$ cat src/rtl/smg_pkg.sv
package smg_pkg;
   localparam logic [7:0] OP_STAT_RD  = 8'h05;
   localparam logic [7:0] OP_STAT_WR  = 8'h01;
   localparam logic [7:0] OP_LATCH_ON = 8'h06;
   localparam logic [7:0] OP_LATCH_OFF = 8'h04;

   typedef struct packed {
      logic [3:0] spare;
      logic [1:0] bp;
      logic       wel;
      logic       wip;
   } stat_t;

   typedef enum logic [1:0] {
      FLEN_OTHER = 2'd0,
      FLEN_BYTE  = 2'd1,
      FLEN_WORD  = 2'd2
   } flen_t;
endpackage

$ cat src/rtl/smg_sync.sv
module smg_sync #(
   parameter int   STAGES  = 2,
   parameter logic RST_VAL = 1'b0
) (
   input  logic clk,
   input  logic rst_n,
   input  logic d,
   output logic q
);
   generate
      if (STAGES == 0) begin : g_bypass
         assign q = d;
      end else begin : g_chain
         logic [STAGES-1:0] stg;
         always_ff @(posedge clk or negedge rst_n) begin
            if (!rst_n) begin
               stg <= {STAGES{RST_VAL}};
            end else begin
               stg[0] <= d;
               for (int i = 1; i < STAGES; i++) stg[i] <= stg[i-1];
            end
         end
         assign q = stg[STAGES-1];
      end
   endgenerate
endmodule

$ cat src/rtl/smg_spi_front.sv
module smg_spi_front
   import smg_pkg::*;
(
   input  logic       clk,
   input  logic       rst_n,
   input  logic       cs_n,
   input  logic       sck,
   input  logic       si,
   input  stat_t      status,
   output logic       so_d,
   output logic       so_en,
   output logic       end_evt,
   output flen_t      end_len,
   output logic [7:0] end_op,
   output logic [7:0] end_data
);
   localparam int CNT_W = 5;
   localparam logic [CNT_W-1:0] CNT_MAX = '1;

   logic             sck_q, cs_q;
   logic [CNT_W-1:0] bit_cnt;
   logic [15:0]      in_sh;
   logic [7:0]       op_q;
   logic             rd_mode;
   logic [7:0]       out_sh;
   logic [2:0]       out_idx;
   logic             sck_rise, sck_fall;
   logic [7:0]       first_byte;

   assign sck_rise   = sck & ~sck_q & ~cs_n;
   assign sck_fall   = ~sck & sck_q & ~cs_n;
   assign first_byte = {in_sh[6:0], si};

   always_ff @(posedge clk or negedge rst_n) begin
      if (!rst_n) begin
         sck_q   <= 1'b0;
         cs_q    <= 1'b1;
         bit_cnt <= '0;
         in_sh   <= '0;
         op_q    <= '0;
         rd_mode <= 1'b0;
         out_sh  <= '0;
         out_idx <= '0;
         so_d    <= 1'b0;
         so_en   <= 1'b0;
      end else begin
         sck_q <= sck;
         cs_q  <= cs_n;
         if (cs_n) begin
            bit_cnt <= '0;
            rd_mode <= 1'b0;
            out_idx <= '0;
            so_en   <= 1'b0;
         end else begin
            if (sck_rise) begin
               in_sh <= {in_sh[14:0], si};
               if (bit_cnt != CNT_MAX) bit_cnt <= bit_cnt + 1'b1;
               if (bit_cnt == CNT_W'(7)) begin
                  op_q    <= first_byte;
                  rd_mode <= (first_byte == OP_STAT_RD);
               end
            end
            if (sck_fall && rd_mode) begin
               so_en <= 1'b1;
               if (out_idx == 3'd0) begin
                  so_d   <= status[7];
                  out_sh <= {status[6:0], 1'b0};
               end else begin
                  so_d   <= out_sh[7];
                  out_sh <= {out_sh[6:0], 1'b0};
               end
               out_idx <= out_idx + 1'b1;
            end
         end
      end
   end

   assign end_evt  = cs_n & ~cs_q;
   assign end_op   = op_q;
   assign end_data = in_sh[7:0];

   always_comb begin
      if (bit_cnt == CNT_W'(8))       end_len = FLEN_BYTE;
      else if (bit_cnt == CNT_W'(16)) end_len = FLEN_WORD;
      else                            end_len = FLEN_OTHER;
   end
endmodule

$ cat src/rtl/smg_protect.sv
module smg_protect #(
   parameter int ADDR_W = 9
) (
   input  logic [1:0]        bp,
   input  logic [ADDR_W-1:0] addr,
   output logic              locked
);
   logic [1:0] top2;
   assign top2 = addr[ADDR_W-1 -: 2];

   always_comb begin
      unique case (bp)
         2'b00:   locked = 1'b0;
         2'b01:   locked = (top2 == 2'b11);
         2'b10:   locked = addr[ADDR_W-1];
         default: locked = 1'b1;
      endcase
   end
endmodule

$ cat src/rtl/smg_wtimer.sv
module smg_wtimer #(
   parameter int CYCLES = 600
) (
   input  logic clk,
   input  logic rst_n,
   input  logic start,
   output logic busy,
   output logic done
);
   localparam int TW = $clog2(CYCLES + 1);
   localparam logic [TW-1:0] LOAD = TW'(CYCLES);

   logic [TW-1:0] remain;

   always_ff @(posedge clk or negedge rst_n) begin
      if (!rst_n) begin
         remain <= '0;
      end else if (start && remain == '0) begin
         remain <= LOAD;
      end else if (remain != '0) begin
         remain <= remain - 1'b1;
      end
   end

   assign busy = (remain != '0);
   assign done = (remain == TW'(1));
endmodule

$ cat src/rtl/smem_status_guard.sv
module smem_status_guard
   import smg_pkg::*;
#(
   parameter int         ADDR_W       = 9,
   parameter int         WRITE_CYCLES = 600,
   parameter int         SYNC_STAGES  = 2,
   parameter logic [1:0] BP_RESET     = 2'b00
) (
   input  logic              clk,
   input  logic              rst_n,
   input  logic              spi_cs_n,
   input  logic              spi_sck,
   input  logic              spi_si,
   output logic              spi_so,
   output logic              spi_so_en,
   input  logic              wr_req,
   input  logic [ADDR_W-1:0] wr_addr,
   output logic              wr_grant,
   output logic              wr_deny,
   output logic              write_busy
);
   generate
      if (ADDR_W < 2)       begin : g_bad_aw  $error("ADDR_W must be at least 2"); end
      if (WRITE_CYCLES < 1) begin : g_bad_wc  $error("WRITE_CYCLES must be at least 1"); end
      if (SYNC_STAGES < 0)  begin : g_bad_ss  $error("SYNC_STAGES must not be negative"); end
   endgenerate

   logic       cs_s, sck_s, si_s;
   logic       end_evt;
   flen_t      end_len;
   logic [7:0] end_op, end_data;
   logic       locked, busy, tmr_done;
   logic       wel_q;
   logic [1:0] bp_q;
   stat_t      stat;
   logic       arr_ok, cmd_byte, wrsr_ok, start;

   smg_sync #(.STAGES(SYNC_STAGES), .RST_VAL(1'b1)) u_cs_sync
      (.clk(clk), .rst_n(rst_n), .d(spi_cs_n), .q(cs_s));
   smg_sync #(.STAGES(SYNC_STAGES), .RST_VAL(1'b0)) u_sck_sync
      (.clk(clk), .rst_n(rst_n), .d(spi_sck), .q(sck_s));
   smg_sync #(.STAGES(SYNC_STAGES), .RST_VAL(1'b0)) u_si_sync
      (.clk(clk), .rst_n(rst_n), .d(spi_si), .q(si_s));

   assign stat.spare = 4'h0;
   assign stat.bp    = bp_q;
   assign stat.wel   = wel_q;
   assign stat.wip   = busy;

   smg_spi_front u_front (
      .clk(clk), .rst_n(rst_n), .cs_n(cs_s), .sck(sck_s), .si(si_s),
      .status(stat), .so_d(spi_so), .so_en(spi_so_en),
      .end_evt(end_evt), .end_len(end_len), .end_op(end_op), .end_data(end_data)
   );

   smg_protect #(.ADDR_W(ADDR_W)) u_prot (.bp(bp_q), .addr(wr_addr), .locked(locked));

   smg_wtimer #(.CYCLES(WRITE_CYCLES)) u_tmr
      (.clk(clk), .rst_n(rst_n), .start(start), .busy(busy), .done(tmr_done));

   assign arr_ok   = wr_req & wel_q & ~busy & ~locked;
   assign cmd_byte = end_evt & (end_len == FLEN_BYTE) & ~busy;
   assign wrsr_ok  = end_evt & (end_len == FLEN_WORD) & (end_op == OP_STAT_WR)
                   & wel_q & ~busy & ~arr_ok;
   assign start    = arr_ok | wrsr_ok;

   always_ff @(posedge clk or negedge rst_n) begin
      if (!rst_n) begin
         wel_q    <= 1'b0;
         bp_q     <= BP_RESET;
         wr_grant <= 1'b0;
         wr_deny  <= 1'b0;
      end else begin
         wr_grant <= arr_ok;
         wr_deny  <= wr_req & ~arr_ok;
         if (wrsr_ok) bp_q <= end_data[3:2];
         if (tmr_done)                              wel_q <= 1'b0;
         else if (cmd_byte && end_op == OP_LATCH_ON)  wel_q <= 1'b1;
         else if (cmd_byte && end_op == OP_LATCH_OFF) wel_q <= 1'b0;
      end
   end

   assign write_busy = busy;
endmodule

$ cat config.mk
export PLATFORM = sky130hd
export DESIGN_NAME = smem_status_guard
export DESIGN_NICKNAME = d
export VERILOG_FILES = /design/src/rtl/smg_pkg.sv /design/src/rtl/smg_sync.sv /design/src/rtl/smg_spi_front.sv /design/src/rtl/smg_protect.sv /design/src/rtl/smg_wtimer.sv /design/src/rtl/smem_status_guard.sv
export SDC_FILE = /design/constraint.sdc
export NUM_CORES = 1
export LEC_CHECK = 0
export BUFFER_PORTS_ARGS = -buffer_cell sky130_fd_sc_hd__clkbuf_2
export CAP_MARGIN = 20
export CORE_MARGIN = 2
export CORE_UTILIZATION = 61
export CTS_BUF_LIST = sky130_fd_sc_hd__clkbuf_2
export CTS_CLUSTER_DIAMETER = 40
export DETAILED_ROUTE_END_ITERATION = 6
export GPL_TIMING_DRIVEN = 0
export PLACE_DENSITY = 0.81
export SLEW_MARGIN = 20
export SYNTH_ARGS = -nofsm -noshare
export SYNTH_HDL_FRONTEND = slang
export SYNTH_SLANG_ARGS = --single-unit
$ cat constraint.sdc
create_clock -name clk -period 2.31 [get_ports clk]
set_input_delay 0 -clock clk [delete_from_list [all_inputs] [get_ports clk]]
set_output_delay 0 -clock clk [all_outputs]
set_load 0.02 [all_outputs]
Word level (Yosys, flattened, before mapping)

Cells that the tools add are included.

Word-level logic and storage cells: 98
Flip-flop bits (word level): 57

Mux-type cells: 20
Equal/unequal tests: 14
$add $sub $neg: 3
Bitwise gates (word level): 24
Reductions and logical operators: 19

Operators by type and width:

| operator              | number |
|---|---|
| $eq 8x3->1 const B    | 3 |
| $mux 10               | 2 |
| $and 1x1->1           | 16 |
| $mux 5                | 3 |
| $eq 10x1->1 const B   | 1 |
| $logic_not 10->1      | 1 |
| $reduce_bool 10->1    | 1 |
| $reduce_bool 2->1     | 5 |
| $sub 10x1->10 const B | 1 |
| $mux 1                | 9 |
| $eq 8x1->1 const B    | 1 |
| $mux 8                | 1 |
| $reduce_and 2->1      | 4 |
| $not 1->1             | 7 |
| $eq 2x2->1 const B    | 3 |
| $mux 3                | 2 |
| $add 5x1->5 const B   | 1 |
| $eq 5x3->1 const B    | 1 |
| $eq 5x4->1 const B    | 1 |
| $eq 5x5->1 const B    | 1 |
| $ne 5x5->1 const B    | 1 |
| $eq 2x1->1 const B    | 2 |
| $logic_and 1x1->1     | 4 |
| $mux 2                | 2 |
| 7 further kinds       | 7 |

Logic depth before layout (Yosys ltp)

Gate-level depths: netlist (run 1).

Depth in word-level cells: 12
Gate-level depth with buffers: 8
Depth with buffers taken out: 7

Modules after synthesis

Synthesis (run 1) repeated with hierarchy kept, for this count alone.

Cell total of the unflattened synthesis: 222
Area total of the unflattened synthesis: 2687.6 sq um

Modules (own cells, without submodules):

| module                    | times used | area each (sq um) | cells an instance |
|---|---|---|---|
| smg_spi_front             | 1          | 1626.6            | 130 |
| smg_wtimer                | 1          | 603.1             | 61 |
| smem_status_guard         | 1          | 291.5             | 22 |
| smg_sync (u_sck_sync ...) | 2          | 50.0              | 2 |
| smg_sync (u_cs_sync)      | 1          | 52.6              | 2 |
| smg_protect               | 1          | 13.8              | 3 |

Least setup slack after synthesis (run 1)

No wires, ideal clock.

Path type: flip-flop to flip-flop
From: register u_tmr.remain[0]
To: register wel_q
Library setup time: 86 ps
Arrival: 1703 ps
Path slack: 522 ps
Stages on the path, launching flop included: 9
Cell sequence: dfrtp_1 > inv_1 > ha_1 > nor3b_2 > and3_1 > buf_6 > inv_4 > or3_1 > a32oi_1

Cells in the longest elaborated chain, start to end: 6
Elaborated cells on any way between the ends: 9
Those cells by class: eq/ne: 1; mux: 2; bitwise: 2; reduce/logical: 4

Ends and longest elaborated chain:

| what                   | line                    | source |
|---|---|---|
| from (decl)            | smg_wtimer.sv:13        | `logic [TW-1:0] remain;` |
| from (signal assigned) | smg_wtimer.sv:21        | `remain <= remain - 1'b1;` |
| $reduce_bool 10->1 *   | smg_wtimer.sv:25        | `assign busy = (remain != '0);` |
| via write_busy         | smem_status_guard.sv:20 | `output logic write_busy` |
| $not 1->1 *            | smem_status_guard.sv:62 | `assign cmd_byte = end_evt & (end_len == FLEN_BYTE) & ~busy;` |
| $and 1x1->1 *          | smem_status_guard.sv:62 |  |
| $logic_and 1x1->1      | smem_status_guard.sv:78 | `else if (cmd_byte && end_op == OP_LATCH_ON) wel_q <= 1'b1;` |
| $mux 1                 | smem_status_guard.sv:78 |  |
| $mux 1                 | smem_status_guard.sv:77 | `if (tmr_done) wel_q <= 1'b0;` |
| to (signal assigned)   | smem_status_guard.sv:77 |  |
| to (signal assigned)   | smem_status_guard.sv:78 |  |
| to (signal assigned)   | smem_status_guard.sv:79 | `else if (cmd_byte && end_op == OP_LATCH_OFF) wel_q <= 1'b0;` |
| to (decl)              | smem_status_guard.sv:33 | `logic wel_q;` |

Mark *: on every way through the listed nets, which the timed path passes. The rest lies on a longest branch.
A chain may end at the register's enable or synchronous reset.

Final worst setup path (run 1)

From: register u_tmr.remain[0]
To: output port write_busy

Cells in the longest elaborated chain, start to end: 1

Ends and longest elaborated chain:

| what               | line |
|---|---|
| $reduce_bool 10->1 | smg_wtimer.sv:25 |
| to (decl)          | smem_status_guard.sv:20 |

No other way between the ends.

==> results.md, run 1 <==
- Clock root buffer: clkbuf_2
- Number of global-route vias before repair: 1619
- Total GRT Usage: 0.200
- Cts repair resizes: 0
- Main flop type after synthesis: dfrtp_1
- Synth cell types: 49
- Avg Synthesized Cell Area: around 12 um^2
- Max-cap violations: 0
- Global route overflow: 0
- Starting density of the core: 0.630
- Global routing usage on met2: 0.351
- Hpwl dp: 2850 um
- Final worst path period share: 0.889
- Remaining antenna violation count: 0
- Worst Skew: 31.7 ps
- Row cnt: 23
- Largest net degree at the start of global routing: 57
- Final number of hold-violating endpoints: 0
- Period minus WS final: 2050 ps
- Delay-heaviest family, CP: flip-flops
- Sequential fraction of the synthesis area: 0.557
- Filler instances: about 300
- Ports: 20
- Final setup viols: 0
- Max_slew headroom: 0.523
- P_leak: approximately 0.0013 uW
- Vias: about 1700
- Worst path max stage delay: 500 ps
- Most common library cells after synthesis: dfrtp_1, nand2_1, nor2_1
- Top post-synthesis cells by area: dfrtp_1, mux2_2, ha_1, dfstp_2, nand2_1
- Async set-reset flop share out of synthesis: 1.00
- Syn. warnings: 0
- CP endpoint kind: primary output
- Critical path cell sequence: inv_1 -> ha_1 -> nor3b_2 -> and3_1 -> buf_6 -> inv_4 -> clkbuf_2
- Ant diodes: 0
- Final wirelength: 4010 um
- Worst-path fanout max: 8
- Chip width: 68.3 um
- Final Total Pwr: around 1700 uW
- Post-synth top area share: 0.526
- WP buf/inv: 4
- Die ar.: around 4700 um^2
- Area added between synthesis and finish: 10.0%
- Max IR drop VDD: 468 uV
- Count of flip-flops with a built-in enable after synthesis: 0
- TritonRoute pass-1 iters: 4
- Synthesized flop and latch total: 56
- Hold_buf cts: 6
- Gpl congestion: 0.868
- WS Path Type: flip-flop to primary output
- Postcts setup bufs: 0
- Final TNS setup: 0 ps
- Max Buffers Root-to-Sink: 2
- Core footprint: 4000 um^2
- DRC viols: 0
- Transition time of the tightest slew-check pin: 716 ps
- CTS clk-pin slew, worst paths: ~260 ps
- Final Slew Violations: 0
- Synthesized area: roughly 2500 um^2
- Grt met3 use: 0.0559
- Drt wl/cell: 13.6 um
- Most frequent cell after synthesis: dfrtp_1
- Initial antenna violation count: 0
- Iter 0 DRT Violations: 73
- Post-synthesis net count: 241
- Arrival time at the worst endpoint: 2050 ps
- GR Util met1: 0.240
- Worst EP required: 2310 ps
- CP Launch Type: flip-flop
- CTS tree: yes
- Share of cells above drive strength 1: 0.212
- DR vias/cell: around 5.7
- RSZ-0062 raised after global routing: false
- CTS Sinks: 56
- Layout net count: between 200 and 300
- Slowest-stage cell, CP: dfrtp_1
- Die Y: 68.3 um
- Top Usage Layer GRT: met2
- TritonCTS buffer count: 5
- Skew-Pair Late Insertion Delay: 440 ps
- H-tree depth: 2
- F_max: 0.487 GHz
- Largest area contributor in the netlist: dfrtp_1
- I/O Buffers: 12
- Instance count of the mapped netlist: roughly 220
- Status: completed
- First-pass GRT wire length: just under 7000 um
- Worst Hold Class: input port to flip-flop
- R2R Setup Slk: between 200 and 300 ps
- Pwr per Cell Area: 610 nW/um^2
## flip-flops by register name, summed over array words and instances, names as in the netlist, 3 cells and up
name,count
u_front.out_idx,3
u_tmr.remain,10
u_front.end_op,8
u_front.bit_cnt,5
u_front.in_sh,7
u_front.out_sh,7
## layout by cell type (no fill, tap or decap), types with 2 or more instances in the layout
| cell type | synthesis | final |
|---|---|---|
| dfrtp_1 | 53 | 53 |
| nand2_1 | 21 | 21 |
| nor2_1 | 19 | 19 |
| mux2_2 | 18 | 18 |
| clkbuf_2 | 1 | 17 |
| inv_1 | 9 | 9 |
| a21oi_1 | 8 | 8 |
| nand3_1 | 8 | 8 |
| ha_1 | 7 | 7 |
| o21ai_0 | 6 | 6 |
| dlygate4sd3_1 | 0 | 6 |
| xor2_1 | 5 | 5 |
| mux2i_1 | 4 | 4 |
| nor3b_2 | 3 | 3 |
| clkbuf_1 | 3 | 3 |
| or3_1 | 3 | 3 |
| o31ai_1 | 3 | 3 |
| nor4bb_1 | 3 | 3 |
| nor4b_1 | 3 | 3 |
| nor3_1 | 3 | 3 |
| dfstp_2 | 3 | 3 |
| and3_1 | 2 | 2 |
| nor2b_1 | 2 | 2 |
| nand2b_1 | 2 | 2 |
| nand4_1 | 2 | 2 |
| nor4_1 | 2 | 2 |
| or4_1 | 2 | 2 |
| nand3b_1 | 2 | 2 |
## cells by family after synthesis
| family | synth area share |
|---|---|
| flip-flops | 0.557 |
| adder cells (fa/ha/maj) | 0.0347 |
| buffers and inverters | 0.0283 |
| multiplexers | 0.0963 |
| XOR/XNOR | 0.0208 |
| AND/OR/NAND/NOR | 0.197 |
| AO/OA/AOI/OAI | 0.0660 |
## final timing paths
kind                                                    start                            endpoint  cells after the start
setup / recovery                  u_tmr.remain[0]$_DFFE_PN0P_                          write_busy                      7
min in group asynchronous                               rst_n             u_front.sck_q$_DFF_PN0_                      2
setup reg to reg                  u_tmr.remain[0]$_DFFE_PN0P_                   wel_q$_DFFE_PN0P_                      8
max in group asynchronous                               rst_n       u_front.end_op[6]$_DFFE_PN0P_                      2
hold reg to reg            u_cs_sync.g_chain.stg[0]$_DFF_PN1_  u_cs_sync.g_chain.stg[1]$_DFF_PN1_                      0
hold / removal                                     wr_addr[7]                  wr_grant$_DFF_PN0_                      4
## metal layers
layer / part of all wire / vias up
li1: - / 833
met1: 0.48 / 820
met2: 0.48 / 20
met3: 0.030 / 5
met4: 0.013 / 0
met5: 0 / -
## tightest hold or removal path: cells and delay by family
| kind | cells | cell delay, ps |
|---|---|---|
| AO/OA/AOI/OAI | 2 | 380 |
| buffers and inverters | 1 | 80 |
| AND/OR/NAND/NOR | 1 | 70 |
## where the power goes
group,switching [uW],total (uW),internal (uW),leakage [uW]
logic,51.6,118,66.0,0.000507
clock network,291,471,180,0.0000390
registers,60.4,1100,1040,0.000726
total,403,1690,1290,0.00127
## metrics by stage
step                setup WS (ps)   util  instances  instance area [um^2]  hold WS (ps)
finish                        256  0.693        295                  2770          87.8
floorplan                     522      -        219                  2520          -296
CTS                           220  0.693        295                  2770          46.1
global route                 73.8  0.693        295                  2770          62.0
global placement              371  0.661        281                  2640          88.3
detailed placement            344  0.662        281                  2650          89.5
## layout make-up
type	instances	area, um^2	share of cell area
Tap cell	50	62.6	0.0226
Multi-Input combinational cell	147	1040	0.377
Clock buffer	5	25.0	0.00902
Timing Repair Buffer	18	123	0.0442
Clock inverter	3	42.5	0.0153
Sequential cell	56	1410	0.507
Inverter	10	40.0	0.0144
Buffer	6	31.3	0.0113
(Power assumes the default switching activity.)
==> run 2, diff against run 1 <==
--- a/config.mk
+++ b/config.mk
@@ -8,13 +8,14 @@
 export BUFFER_PORTS_ARGS = -buffer_cell sky130_fd_sc_hd__clkbuf_2
 export CAP_MARGIN = 20
 export CORE_MARGIN = 2
-export CORE_UTILIZATION = 61
+export CORE_UTILIZATION = 62
 export CTS_BUF_LIST = sky130_fd_sc_hd__clkbuf_2
 export CTS_CLUSTER_DIAMETER = 40
 export DETAILED_ROUTE_END_ITERATION = 6
 export GPL_TIMING_DRIVEN = 0
-export PLACE_DENSITY = 0.81
+export PLACE_DENSITY = 0.82
 export SLEW_MARGIN = 20
 export SYNTH_ARGS = -nofsm -noshare
 export SYNTH_HDL_FRONTEND = slang
+export SYNTH_HIERARCHICAL = 1
 export SYNTH_SLANG_ARGS = --single-unit
==> run 2 against run 1 <==
Clock skew decreased by 26 ps. Cell count increased by 5.8%. Sequential cell count unchanged. Via count increased by 7.6%. Global-route usage about the same. Critical path type is now flip-flop to flip-flop. Critical endpoint is now u_tmr/remain[9]$_DFFE_PN0P_. Largest cell class unchanged. Highest routed layer unchanged.
==> results.md, run 2 <==
- Slowest-stage cell, CP: dfrtp_1
- I/O Buffers: 12 (unchanged)
- Final worst path period share: 0.955 (+0.0652)
- Worst path max stage delay: 510 ps (about the same)
- Final Total Pwr: 1730 uW (+2.0%)
- Transition time of the tightest slew-check pin: 732 ps (+15.9 ps)
- Sequential share of power: 0.640 (-0.012)
- Clock root buffer: clkbuf_2
- P_leak: 0.00149 uW (+17%)
- Max-cap violations: 0 (unchanged)
- Synthesized area: 2650 um^2 (+5.2%)
- Max IR drop VDD: 671 uV (+43%)
- Fin cells: 312 (+5.8%)
- Top reg by flops: u_tmr/remain
- F_max: 0.453 GHz (-6.8%)
- Gpl congestion: 0.741 (-15%)
- Max Buffers Root-to-Sink: 2 (unchanged)
- Max_slew headroom: 0.512 (-0.0106)
- Critical path cell sequence: nor3_1 -> nand3_4 -> nand2b_4 -> nor3_4 -> nand3_1 -> nand2b_2 -> nand2b_1 -> o2111ai_1 -> o21ai_1
- Most frequent cells in the layout: dfrtp_1, mux2_2, nor2_1
- Post-layout util: 0.766 (+0.0725)
- Die ar.: 4820 um^2 (+3.3%)
- Worst-path fanout max: 7 (-1)
- Period minus WS final: 2210 ps (+151 ps)
- Status: completed
- P_int: 1310 uW (+1.3%)
- Worst EP required: 2710 ps (+400 ps)
- Final Slew Violations: 0 (unchanged)
- Chip width: 69.4 um (+1.6%)
- Ant diodes: 0 (unchanged)
- Filler instances: 251 (-15%)
- Initial antenna violation count: 0 (unchanged)
- Share of cells above drive strength 1: 0.313 (+0.101)
- Final setup viols: 0 (unchanged)
- H-tree depth: 2 (unchanged)
- WP depth: 9 (+2)
- Drt wl/cell: 14.8 um (+9.2%)
- Sw Share: 0.243 (+0.00470)
- Largest net degree at the start of global routing: 57 (unchanged)
- Number of global-route vias before repair: 1789 (+11%)
- Hpwl dp: 3040 um (+6.9%)
- Avg Synthesized Cell Area: 12.1 um^2 (+4.7%)
- CTS clk-pin slew, worst paths: 260 ps (about the same)
- DR vias/cell: 5.79 (+1.8%)
- Total GRT Usage: 0.200 (about the same)
- Worst Hold Class: input port to async pin
- Instance count of the mapped netlist: 220 (+0.46%)
- CTS tree: yes
- CP Launch Type: flip-flop
- Die Y: 69.4 um (+1.6%)
- Starting density of the core: 0.653 (+0.0231)
- Iter 0 DRT Violations: 101 (+38%)
- Layout net count: 283 (+6.4%)
- Syn. warnings: 6 (+6)
- TritonCTS buffer count: 5 (unchanged)
- Net switching power: 419 uW (+4.0%)
- Row cnt: 23 (unchanged)
- Largest register FFs: 10 (unchanged)
- Global route overflow: 0 (unchanged)
- DRC viols: 0 (unchanged)
- Placed instance count: 285 (+1.4%)
- WS Path Type: flip-flop to flip-flop
- Final wirelength: 4630 um (+16%)
- Area added between synthesis and finish: 17.2%
- First-pass GRT wire length: 7700 um (+12%)
- Core footprint: 4060 um^2 (+1.4%)
- TritonRoute pass-1 iters: 4 (unchanged)
- Final number of hold-violating endpoints: 0 (unchanged)
- Skew-Pair Late Insertion Delay: 440 ps (about the same)
- CTS Sinks: 56 (unchanged)
- Commonest non-fill, non-tap cell in the layout: dfrtp_1
- Ports: 20 (unchanged)
- Arrival time at the worst endpoint: 2600 ps (+550 ps)
- Combinational share of power: 0.075 (+0.005)
- Worst Skew: 5.27 ps (-26.4 ps)
- WP buf/inv: 0 (-4)
- CP endpoint kind: flip-flop
- FF-to-FF path depth: 9 (+1)
- Hold_ws: 133 ps (+45.2 ps)
- Remaining antenna violation count: 0 (unchanged)
- Delay-heaviest family, CP: simple AND/OR/NAND/NOR gates
- Clk pwr share: 0.284 (+0.006)
- Vias: 1806 (+7.6%)
- Pwr per Cell Area: 555 nW/um^2 (-9.0%)
## run 2: per-stage QoR
step / TNS [ps] / worst slack [ps] / instance area (um^2)
2_1_floorplan: 0 / 22.8 / 2670
3_3_place_gp: -753 / -237 / 2800
3_5_place_dp: -904 / -242 / 2800
4_1_cts: 0 / 21.4 / 3000
5_1_grt: -42.4 / -26.8 / 3110
6_report: 0 / 105 / 3110
## run 2: area by class of cell
type / instances / area (um^2) / share of cell area
sequential: 56 / 1410 / 0.452
multi-input combinational: 148 / 1250 / 0.403
timing repair buffer: 32 / 230 / 0.0741
tap: 50 / 62.6 / 0.0201
clock inverter: 3 / 47.5 / 0.0153
buffer: 7 / 41.3 / 0.0133
inverter: 11 / 41.3 / 0.0133
clock buffer: 5 / 25.0 / 0.00805
## run 2: final timing paths
check | slack, ps | startpoint | end
worst min-delay path | 130 | rst_n | u_front/out_sh[6]$_DFFE_PN0P_
worst max-delay path | 100 | u_tmr/remain[4]$_DFFE_PN0P_ | u_tmr/remain[9]$_DFFE_PN0P_
max in group asynchronous | 1680 | rst_n | u_tmr/remain[0]$_DFFE_PN0P_
min in group clk | 140 | spi_cs_n | u_cs_sync/g_chain.stg[0]$_DFF_PN1_
worst max register to register | 100 | u_tmr/remain[4]$_DFFE_PN0P_ | u_tmr/remain[9]$_DFFE_PN0P_
worst min register to register | 380 | u_cs_sync/g_chain.stg[0]$_DFF_PN1_ | u_cs_sync/g_chain.stg[1]$_DFF_PN1_
## run 2: power groups by stage
stage               Clock (uW)  Sequential (uW)  Combinational [uW]
finish                     491             1110                 130
global placement             0             1120                 115
global route               547             1120                 147
detailed placement           0             1120                 122
CTS                        512             1110                 131
floorplan                    0             1100                80.4
## run 2: per-layer routing
| layer | up-vias | GRT usage | share of wire |
|---|---|---|---|
| met5 | - | 0 | 0 |
| met2 | 24 | 0.353 | 0.52 |
| li1 | 876 | - | - |
| met3 | 8 | 0.0451 | 0.023 |
| met4 | 0 | 0.0697 | 0.016 |
| met1 | 898 | 0.241 | 0.44 |
## run 2: repair_timing
item	CTS	global route
endpoints found under the hold margin	61	0
hold buffers	7	0
pin swaps	0	3
endpoints found under the setup margin	8	6
gates resized for setup	7	7
setup buffers	4	9
==> run 3, diff against run 2 <==
--- a/config.mk
+++ b/config.mk
@@ -5,6 +5,7 @@
 export SDC_FILE = /design/constraint.sdc
 export NUM_CORES = 1
 export LEC_CHECK = 0
+export ABC_AREA = 1
 export BUFFER_PORTS_ARGS = -buffer_cell sky130_fd_sc_hd__clkbuf_2
 export CAP_MARGIN = 20
 export CORE_MARGIN = 2
@@ -13,7 +14,7 @@
 export CTS_CLUSTER_DIAMETER = 40
 export DETAILED_ROUTE_END_ITERATION = 6
 export GPL_TIMING_DRIVEN = 0
-export PLACE_DENSITY = 0.82
+export PLACE_DENSITY = 0.81
 export SLEW_MARGIN = 20
 export SYNTH_ARGS = -nofsm -noshare
 export SYNTH_HDL_FRONTEND = slang
==> run 3 against run 2 <==
Clock power increased by 3%. Sequential share of layout area down 1.3 points. Synthesized area rose by 8.3%. Largest power group unchanged.
==> results.md, run 3 <==
- Placed instance count: 416 (+46%)
- Period minus WS final: 2130 ps (-73.3 ps)
- Pwr per Cell Area: 523 nW/um^2 (-5.8%)
- Worst EP required: 2720 ps (about the same)
- Remaining antenna violation count: 0 (unchanged)
- Chip width: 72.1 um (+3.8%)
- Final wirelength: 5030 um (+8.8%)
- Final Total Pwr: 1670 uW (-3.1%)
- WP buf/inv: 4 (+4)
- Layout net count: 401 (+42%)
- Largest net degree at the start of global routing: 57 (unchanged)
- Critical path cell sequence: inv_2 -> ha_4 -> nand2_4 -> inv_2 -> nand3_4 -> inv_2 -> nand2_2 -> nor3_4 -> nand2_1 -> nand2_1 -> nand3b_4 -> inv_2 -> nor2_1
- Worst Hold Class: input port to flip-flop
- Final Slew Violations: 0 (unchanged)
- CP dominant cell by count: inv_2
- F_max: 0.469 GHz (+3.4%)
- Worst-path fanout max: 7 (unchanged)
- Instance count of the mapped netlist: 349 (+59%)
- Syn. warnings: 6 (unchanged)
- Final setup viols: 0 (unchanged)
- Global route overflow: 0 (unchanged)
- Max-cap violations: 0 (unchanged)
- DRC viols: 0 (unchanged)
- Largest register FFs: 10 (unchanged)
- H-tree depth: 2 (unchanged)
- DR vias/cell: 5.09 (-12%)
- Total GRT Usage: 0.222 (+0.0218)
- CP Launch Type: flip-flop
- First-pass GRT wire length: 8970 um (+16%)
- Transition time of the tightest slew-check pin: 725 ps (-7.06 ps)
- Avg Synthesized Cell Area: 8.23 um^2 (-32%)
- Skew-Pair Late Insertion Delay: 460 ps (+20 ps)
- Post-layout util: 0.724 (-0.0418)
- Setup WS post-layout: 178 ps (+73.3 ps)
- CP endpoint kind: flip-flop
- Top reg by flops: u_tmr/remain
- Slowest-stage cell, CP: dfrtp_1
- Final worst path period share: 0.923 (-0.0317)
- Max_slew headroom: 0.517 (+0.00471)
- P_leak: 0.00183 uW (+23%)
- Starting density of the core: 0.651 (-0.00290)
- Row cnt: 24 (+4.3%)
- Gpl congestion: 0.832 (+12%)
- Arrival time at the worst endpoint: 2540 ps (-60 ps)
- CTS Sinks: 56 (unchanged)
- Hpwl dp: 3510 um (+15%)
- Status: completed
- Clock root buffer: clkbuf_2
- Number of global-route vias before repair: 2166 (+21%)
- Drt wl/cell: 11.7 um (-21%)
- TritonCTS buffer count: 5 (unchanged)
- I/O Buffers: 12 (unchanged)
- Area added between synthesis and finish: 11.3%
- Core footprint: 4410 um^2 (+8.8%)
- Die Y: 72.1 um (+3.8%)
- Max Buffers Root-to-Sink: 2 (unchanged)
- Synthesized area: 2870 um^2 (+8.3%)
- CTS tree: yes
- Initial antenna violation count: 0 (unchanged)
- Most frequent cells in the layout: nand2_1, dfrtp_1, inv_1
- Die ar.: 5190 um^2 (+7.8%)
- Fin cells: 432 (+38%)
- Vias: 2200 (+22%)
- Worst path max stage delay: 470 ps (-40 ps)
- Iter 0 DRT Violations: 137 (+36%)
- Delay-heaviest family, CP: simple AND/OR/NAND/NOR gates
- Max IR drop VDD: 397 uV (-41%)
- Setup WS pre-CTS: -107 ps (+135 ps)
- WS Path Type: flip-flop to flip-flop
- Share of cells above drive strength 1: 0.189 (-0.124)
- CTS clk-pin slew, worst paths: 280 ps (+20 ps)
- Ant diodes: 0 (unchanged)
- Worst Skew: 13.2 ps (+7.96 ps)
- Ports: 20 (unchanged)
- Commonest non-fill, non-tap cell in the layout: nand2_1
- TritonRoute pass-1 iters: 4 (unchanged)
- Final number of hold-violating endpoints: 0 (unchanged)
- Hold_ws: 14.0 ps (-119 ps)
==> run 3: stage by stage <==
step | setup TNS [ps] | instance area [um^2]
4_1_cts | 0 | 3140
5_1_grt | -8.31 | 3200
6_report | 0 | 3200
3_3_place_gp | -51.7 | 3010
3_5_place_dp | -460 | 3010
2_1_floorplan | 0 | 2880
==> run 3: timing repair <==
| action | in CTS | in global routing |
|---|---|---|
| endpoints found under the setup margin | 8 | 9 |
| setup buffers | 0 | 3 |
| resized for setup | 2 | 7 |
| hold endpoints to repair | 61 | 0 |
| hold buffers | 5 | 0 |
==> run 3: layout make-up <==
| class | instances | area (um^2) |
|---|---|---|
| Sequential cell | 56 | 1410 |
| Multi-Input combinational cell | 244 | 1310 |
| Fill cell | 338 | 1220 |
| Inverter | 49 | 184 |
| Timing Repair Buffer | 20 | 135 |
| Tap cell | 52 | 65.1 |
| Clock inverter | 3 | 47.5 |
| Clock buffer | 5 | 25.0 |
| Buffer | 3 | 23.8 |
==> run 3: metal layers <==
metal	wire [um]	global-route usage
met1	2320	0.270
met2	2470	0.385
met3	111	0.0333
met4	124	0.111
met5	0	0
==> run 3: power by group <==
group	switching [uW]	total, uW	leakage (uW)	internal [uW]
clock network	318	505	0.0000431	187
logic	69.1	107	0.00108	37.9
registers	38.8	1060	0.000701	1020
total	426	1670	0.00183	1250
==> run 3: worst reg2reg max path, cell delays in order (launching register included) <==
cell	delay (ps)
dfrtp_1	470
inv_2	120
ha_4	170
nand2_4	80
inv_2	90
nand3_4	140
inv_2	120
nand2_2	60
nor3_4	240
nand2_1	80
nand2_1	130
nand3b_4	200
inv_2	60
nor2_1	130
==> run 3: final timing paths <==
check / start / end / slack [ps] / depth (start not counted)
setup / recovery: u_tmr/remain[0]$_DFFE_PN0P_ / u_tmr/remain[2]$_DFFE_PN0P_ / 180 / 13
min in group asynchronous: rst_n / u_front/out_idx[2]$_DFFE_PN0P_ / 110 / 2
hold / removal: wr_addr[8] / wr_grant$_DFF_PN0_ / 10 / 6
hold reg to reg: u_cs_sync/g_chain.stg[0]$_DFF_PN1_ / u_cs_sync/g_chain.stg[1]$_DFF_PN1_ / 380 / 0
setup reg to reg: u_tmr/remain[0]$_DFFE_PN0P_ / u_tmr/remain[2]$_DFFE_PN0P_ / 180 / 13
max in group asynchronous: rst_n / u_tmr/remain[9]$_DFFE_PN0P_ / 1740 / 2
